<file path="config.mk">
export PLATFORM = sky130hd
export DESIGN_NAME = netif_cmd_regs
export DESIGN_NICKNAME = d
export VERILOG_FILES = /design/src/rtl/netif_cmd_regs.sv
export SDC_FILE = /design/constraint.sdc
export NUM_CORES = 1
export LEC_CHECK = 0
export CAP_MARGIN = 20
export CORE_UTILIZATION = 50
export CTS_BUF_LIST = sky130_fd_sc_hd__clkbuf_16
export DETAILED_ROUTE_END_ITERATION = 8
export MAX_ROUTING_LAYER = met4
export PLACE_DENSITY = 0.91
export SETUP_SLACK_MARGIN = 0.5
export SYNTH_ARGS = -nofsm -noshare
export SYNTH_HDL_FRONTEND = slang
export SYNTH_SLANG_ARGS = --single-unit
</file>
<file path="constraint.sdc">
create_clock -name clk -period 3.4 [get_ports clk]
set_input_delay 0.34 -clock clk [delete_from_list [all_inputs] [get_ports clk]]
set_output_delay 0.34 -clock clk [all_outputs]
set_load 0.1 [all_outputs]
</file>
<file path="src/rtl/netif_cmd_regs.sv">
module netif_cmd_regs #(
  parameter logic [3:0] PART_ID   = 4'h2,
  parameter logic [3:0] UNIT_ID   = 4'h1,
  parameter logic [7:0] F_LAUNCH  = 8'h01,
  parameter logic [7:0] F_NOTURN  = 8'h02,
  parameter logic [7:0] F_CLOSE   = 8'h03,
  parameter logic [7:0] F_REPLY   = 8'h04,
  parameter logic [7:0] F_REPLYCL = 8'h05,
  parameter logic [7:0] F_ABORT   = 8'h06
) (
  input  logic        clk,
  input  logic        rst_n,
  input  logic        cpu_sel,
  input  logic        cpu_wr,
  input  logic [15:0] cpu_addr,
  input  logic [31:0] cpu_wdata,
  output logic [31:0] cpu_rdata,
  input  logic        ack_arrive,
  input  logic        ack_ok,
  output logic [5:0]  cmd_strobe,
  output logic [7:0]  op_len,
  output logic [7:0]  op_code,
  output logic [7:0]  op_dst,
  output logic [31:0] cfg_word,
  output logic [31:0] status_ptr,
  output logic [31:0] in_buf_ptr,
  output logic [31:0] out_buf_ptr,
  output logic [31:0] remote_addr
);

  localparam int NSTB = 6;

  logic        hit;
  logic [3:0]  idx;
  logic [7:0]  func;
  logic        op_wr, launch, known;
  logic [NSTB-1:0] dec;
  logic [31:0] op_word;
  logic        ack_done, ack_res, err;

  assign hit  = cpu_sel && cpu_addr[11:8] == PART_ID &&
                cpu_addr[7:4] == UNIT_ID && cpu_addr[2:0] == 3'b000;
  assign idx  = cpu_addr[15:12];
  assign func = cpu_wdata[23:16];
  assign op_wr = hit && cpu_wr && idx == 4'd0;

  always_comb begin
    dec = '0;
    case (func)
      F_LAUNCH:  dec[0] = 1'b1;
      F_NOTURN:  dec[1] = 1'b1;
      F_CLOSE:   dec[2] = 1'b1;
      F_REPLY:   dec[3] = 1'b1;
      F_REPLYCL: dec[4] = 1'b1;
      F_ABORT:   dec[5] = 1'b1;
      default:   dec = '0;
    endcase
  end

  assign known  = |dec;
  assign launch = op_wr && (dec[0] || dec[1] || dec[3] || dec[4]);

  always_ff @(posedge clk) begin
    if (!rst_n) begin
      cmd_strobe  <= '0;
      op_word     <= '0;
      cfg_word    <= '0;
      status_ptr  <= '0;
      in_buf_ptr  <= '0;
      out_buf_ptr <= '0;
      remote_addr <= '0;
      ack_done    <= 1'b0;
      ack_res     <= 1'b0;
      err         <= 1'b0;
    end else begin
      cmd_strobe <= op_wr ? dec : '0;
      if (op_wr && dec[0]) op_word <= cpu_wdata;
      if (op_wr && !known) err <= 1'b1;
      if (hit && cpu_wr) begin
        case (idx)
          4'd2: cfg_word    <= cpu_wdata;
          4'd3: status_ptr  <= cpu_wdata;
          4'd4: in_buf_ptr  <= cpu_wdata;
          4'd5: out_buf_ptr <= cpu_wdata;
          4'd6: remote_addr <= cpu_wdata;
          default: ;
        endcase
      end
      if (launch) begin
        ack_done <= 1'b0;
        ack_res  <= 1'b0;
      end else if (ack_arrive) begin
        ack_done <= 1'b1;
        ack_res  <= ack_ok;
      end
    end
  end

  assign op_len  = op_word[31:24];
  assign op_code = op_word[15:8];
  assign op_dst  = op_word[7:0];

  always_comb begin
    cpu_rdata = '0;
    if (hit && !cpu_wr) begin
      case (idx)
        4'd0: cpu_rdata = op_word;
        4'd1: cpu_rdata = {30'd0, ack_done, ack_res};
        4'd2: cpu_rdata = cfg_word;
        4'd3: cpu_rdata = status_ptr;
        4'd4: cpu_rdata = in_buf_ptr;
        4'd5: cpu_rdata = out_buf_ptr;
        4'd6: cpu_rdata = remote_addr;
        4'd7: cpu_rdata = {31'd0, err};
        default: cpu_rdata = '0;
      endcase
    end
  end

  assert_strobe_onehot_R4: assert property (@(posedge clk) disable iff (!rst_n)
    $onehot0(cmd_strobe));
  assert_strobe_from_write_R4: assert property (@(posedge clk) disable iff (!rst_n)
    (cmd_strobe != '0) |-> $past(op_wr));
  assert_strobe_one_cycle_R4: assert property (@(posedge clk) disable iff (!rst_n)
    (cmd_strobe != '0 && !op_wr) |=> cmd_strobe == '0);
  assert_fields_hold_R5: assert property (@(posedge clk) disable iff (!rst_n)
    !(op_wr && func == F_LAUNCH) |=> $stable({op_len, op_code, op_dst}));
  assert_bad_func_R6: assert property (@(posedge clk) disable iff (!rst_n)
    (op_wr && !known) |=> (cmd_strobe == '0 && err));
  assert_err_sticky_R6: assert property (@(posedge clk) disable iff (!rst_n)
    err |=> err);
  assert_ack_cleared_R7: assert property (@(posedge clk) disable iff (!rst_n)
    (launch && !ack_arrive) |=> !ack_done);
  assert_ack_set_R7: assert property (@(posedge clk) disable iff (!rst_n)
    (ack_arrive && !op_wr) |=> (ack_done && ack_res == $past(ack_ok)));
  assert_launch_wins_R8: assert property (@(posedge clk) disable iff (!rst_n)
    (launch && ack_arrive) |=> !ack_done);
  assert_ack_kept_R9: assert property (@(posedge clk) disable iff (!rst_n)
    (op_wr && (func == F_CLOSE || func == F_ABORT) && !ack_arrive)
      |=> $stable({ack_done, ack_res}));
  assert_cfg_hold_R3: assert property (@(posedge clk) disable iff (!rst_n)
    !(hit && cpu_wr && idx == 4'd2) |=> $stable(cfg_word));

endmodule

</file>
Word-level counts from Yosys, hierarchy flattened
Index checks and enable logic that the tools add are counted.
{"block": "op_classes", "n_eq_ne": 15, "mux": 8, "bitwise": 1, "reduce_logical": 24}
{"op": "32-bit case mux with 8 select lines", "count": 1}
{"op": "32-bit 2-to-1 mux", "count": 1}
{"op": "8-bit by 3-bit == test with 1-bit output, second input constant", "count": 3}
{"op": "4-bit by 3-bit == test with 1-bit output, second input constant", "count": 4}
{"op": "8-bit by 2-bit == test with 1-bit output, second input constant", "count": 2}
{"op": "4-bit by 2-bit == test with 1-bit output, second input constant", "count": 3}
{"op": "2-bit AND reduction", "count": 6}
{"op": "1-bit logical AND", "count": 9}
{"op": "4-bit by 1-bit == test with 1-bit output, second input constant", "count": 2}
{"op": "8-bit by 1-bit == test with 1-bit output, second input constant", "count": 1}
{"op": "1-bit 2-to-1 mux", "count": 6}
{"op": "6-bit OR reduction", "count": 1}
{"op": "4-bit logical NOT", "count": 1}
{"op": "3-bit logical NOT", "count": 1}
{"op": "1-bit logical OR", "count": 3}
{"op": "1-bit logical NOT", "count": 2}
{"op": "2-bit OR reduction", "count": 1}
{"op": "1-bit inverter", "count": 1}
{"block": "totals", "regBits": 201, "input_bits": 54, "out_inout_bits": 222, "elab_cells": 58}

Logic depth before layout (Yosys ltp)
{"block": "logic_depth", "ltp_word": 8, "depth_mapped": 7, "mapped_depth_nobuf": 4}

Worst setup path before layout
OpenSTA, ideal clock, no wires.
{"block": "synth_timing", "path_type": "in2out", "start": "input port cpu_addr[15]", "end": "output port cpu_rdata[10]", "arrival_time_ns": 3.124, "path_slack_ns": -0.064, "path_stages": 6, "path_cell_list": "clkbuf_1 > nor3b_1 > nor2b_1 > clkbuf_1 > a22oi_1 > a31oi_1"}
{"block": "synth_between", "elab_chain_cells": 3, "elab_cells_between_ends": 10, "classes_between": "eq/ne: 7; mux: 2; reduce/logical: 1"}
{"item": "start, declared", "line_no": "15", "rtl": "input logic [15:0] cpu_addr,"}
{"item": "4-bit by 3-bit == test with 1-bit output, or another cell as far along", "line_no": "106", "rtl": "case (idx)"}
{"item": "32-bit case mux with 8 select lines (*)", "line_no": "106"}
{"item": "32-bit 2-to-1 mux (*)", "line_no": "105", "rtl": "if (hit && !cpu_wr) begin"}
{"item": "end, declared", "line_no": "17", "rtl": "output logic [31:0] cpu_rdata,"}
Mark *: on every way between the ends. The rest lies on a longest branch, timed or not.

Worst setup path after layout
{"block": "layout_timing", "start": "input port cpu_addr[15]", "end": "output port cpu_rdata[15]"}
Same word-level chain as after synthesis.

==> flow_metrics.env <==
export IMPL_status="complete, no violations"
export IMPL_fin_tns_setup_ps=0
export IMPL_dr_pass1_iters=5
export IMPL_grt_use_total_pct=33.22
export IMPL_postRouteAntennaNets=0
export IMPL_cts_sinks=201
export IMPL_critPathSlowestCell="clkdlybuf4s50_1"
export IMPL_num_antenna_cells=0
export IMPL_routed_wl_mm=29.71
export IMPL_postLayoutCellArea_um2=13050
export IMPL_cts_max_path_buffers=3
export IMPL_cp_cell_sequence="clkdlybuf4s50_1 > nor3b_1 > buf_4 > and2_2 > buf_4 > a22oi_1 > a31oi_4 > buf_12"
export IMPL_ios=276
export IMPL_maxSlewViolCount=0
export IMPL_avgRoutedWirePerCell_um=21.25
export IMPL_place_area_um2=12450
export IMPL_port_buffers=274
export IMPL_peakVddDrop_v=0.0003609
export IMPL_htreeDepth=1
export IMPL_drt_initial_drc_count=570
export IMPL_endpoint="cpu_rdata[15]"
export IMPL_cp_depth=8
export IMPL_power_density_nw_per_um2=355.9
export IMPL_vias=8059
export IMPL_clock_latency_ps=490
export IMPL_die_h_um=134.6
export IMPL_path_clk_slew_ps=60
export IMPL_whs_path_depth=3
export IMPL_power_leakage_nw=4.362
export IMPL_synth_area_leader_cell="dfxtp_1"
export IMPL_r2r_start="cfg_word[16]"
export IMPL_ys_ff_latch=201
export IMPL_cts_tree="done"
export IMPL_antenna_found_initial=0
export IMPL_cp_slowest_stage_delay_ps=610
export IMPL_path_class="primary input to output port"
export IMPL_min_period_over_period_pct=83.60
export IMPL_rsz0062_at_grt="no"
export IMPL_grt_pass1_vias=8216
export IMPL_synth_top_cell_area_share_pct=45.80
export IMPL_dp_cells=1360
export IMPL_syn_to_final_growth_pct=48.58
export IMPL_reg2reg_to="cfg_word[16]"
export IMPL_ys_flop_type="dfxtp_1"
export IMPL_yosysSeqAreaShare_pct=45.80
export IMPL_critPathLaunch="cpu_addr[15]"
export IMPL_overflow=0
export IMPL_rows=48
export IMPL_hold_violations=0
export IMPL_hold_path_class="primary input to register"
export IMPL_layout_drive_gt1_share_pct=14.58
export IMPL_tightestPinTransition_ps=1077
export IMPL_synth_lib_cells_used_distinct=39
export IMPL_grt_pass1_wl_mm=45.11
export IMPL_cp_required_ps=3060
export IMPL_gp_congestion=0.8228
export IMPL_drc_errors=0
export IMPL_die_x_um=134.6
export IMPL_synth_area_um2=8786
export IMPL_final_cells=1398
export IMPL_start_util_pct=50.97
export IMPL_endpoint_kind="output port"
export IMPL_ys_warn_count=0
export IMPL_hold_ws_ps=326.3
export IMPL_cpMostUsedCell="buf_4"
export IMPL_crit_family="buffers and inverters"
export IMPL_skew_ps=0
export IMPL_synth_edf_count=0
export IMPL_grt_max_degree=66
export IMPL_synthTopCellsByArea="dfxtp_1 46%, mux2i_1 21%, nand2_1 11%"
export IMPL_async_reset_ff_share_pct=0
export IMPL_syn_num_nets=980
export IMPL_ff2ff_path_depth=2
export IMPL_crit_arrival_ps=2500
export IMPL_clock_fmax_ghz=0.3518
export IMPL_cts_buffers=21
export IMPL_relSlewSlack_pct=27.98
export IMPL_critPathBufInv=4
export IMPL_cp_max_fo=16
export IMPL_vias_per_cell=5.765
export IMPL_dp_hpwl_mm=20.08
export IMPL_postSynthCellCount=926
export IMPL_start_kind="primary input"
export IMPL_coreArea_um2=17240
export IMPL_period_needed_ps=2842
export IMPL_avgSynthCellArea_um2=9.488
export IMPL_nNetsFinal=1212
export IMPL_max_cap_violations=0
export IMPL_reg2reg_slack_ps=2690
export IMPL_clockRootBuffer="clkbuf_16"
export IMPL_setup_violations=0
export IMPL_dieArea_um2=18110
export IMPL_utilization_pct=75.73
## routing by layer
metal,global-route usage [%],up-vias,wire length (um)
li1,-,3669,-
met1,37.80,3880,11570
met2,57.17,416,14710
met3,5.856,94,2272
met4,14.79,0,1167
met5,-,-,0
## synthesized netlist by cell type (3+ instances only)
| cell type | n |
|---|---|
| inv_1 | 4 |
| and3_1 | 8 |
| buf_6 | 3 |
| a31oi_1 | 30 |
| mux2_2 | 31 |
| a22oi_1 | 61 |
| nor4_1 | 5 |
| buf_4 | 24 |
| nor3b_1 | 4 |
| clkbuf_1 | 52 |
| nor2_1 | 10 |
| a21oi_1 | 3 |
| mux2i_1 | 188 |
| nor3_1 | 3 |
| buf_2 | 17 |
| nand2_1 | 252 |
| dfxtp_1 | 201 |
## how the worst min path moves through the flow
stage	slack, ps	startpoint	endpoint
floorplan	420	cpu_wdata[18]	cmd_strobe[2]
global placement	440	op_word[16]	op_word[16]
detailed placement	450	op_word[16]	op_word[16]
CTS	310	rst_n	remote_addr[0]
global route	330	rst_n	status_ptr[0]
finish	330	rst_n	out_buf_ptr[12]
## registers in the layout (all words and copies together) (netlist names)
name	count
out_buf_ptr	32
ack_res	1
in_buf_ptr	32
cmd_strobe	6
remote_addr	32
status_ptr	32
cfg_word	32
op_word	32
err	1
ack_done	1
## layout make-up
type / instances / area (um2)
Sequential cell: 201 / 4024
Fill cell: 1144 / 4183
Clock inverter: 17 / 76.32
Tap cell: 225 / 281.5
Multi-Input combinational cell: 623 / 4751
Timing Repair Buffer: 307 / 3381
Clock buffer: 21 / 525.5
Inverter: 4 / 15.01
## worst reg2reg max path, stage by stage, from the launching register on
cell	delay, ps
dfxtp_1	370
nand2_1	80
mux2i_1	170
## kinds of logic (layout without fill, tap and decap cells)
kind of cell	after synthesis	count (layout)	share of synthesized area (%)
buffers and inverters	102	349	5.881
DFF	201	201	45.80
xor gates and xnor gates	1	1	0.09970
AOI/OAI and AO/OA	101	101	8.117
muxes	219	219	25.39
and+or+nand+nor	302	302	14.71
## report_power, final
group	switching, mW	internal, mW	total (mW)
Combinational	0.149	0.0937	0.243
Sequential	0.00108	2.36	2.36
Clock	0.925	1.12	2.05
## stage by stage
| step | setup WS, ps | power [mW] |
|---|---|---|
| 6_report | 557.5 | 4.646 |
| 5_1_grt | 527.6 | 4.776 |
| 4_1_cts | 602.8 | 4.661 |
| 3_5_place_dp | 523.1 | 2.648 |
| 3_3_place_gp | 553.3 | 2.644 |
| 2_1_floorplan | 476.4 | 2.522 |
## placed cells by master (no fill, tap or decap), types with 2 or more instances in the layout
cell type / count
a21oi_2: 2
a22oi_1: 61
a31oi_2: 2
a31oi_4: 28
and2_2: 2
and3_1: 8
buf_12: 38
buf_4: 27
clkbuf_16: 21
clkdlybuf4s50_1: 239
clkinv_1: 8
clkinv_2: 2
dfxtp_1: 201
inv_1: 9
mux2_2: 31
mux2i_1: 188
nand2_1: 252
nand3_1: 2
nand3b_1: 2
nand4_1: 2
nor2_1: 7
nor2_4: 3
nor3_1: 3
nor3b_1: 2
nor3b_2: 2
nor4_1: 4
nor4b_1: 2
o21ai_0: 2
## repair_timing
item,4_1_cts,5_1_grt
setup endpoints to repair,1,0
buffers inserted,0,0
hold buffers,0,0
resized for setup,1,0
No activity file was read; power rests on OpenSTA's default activity.
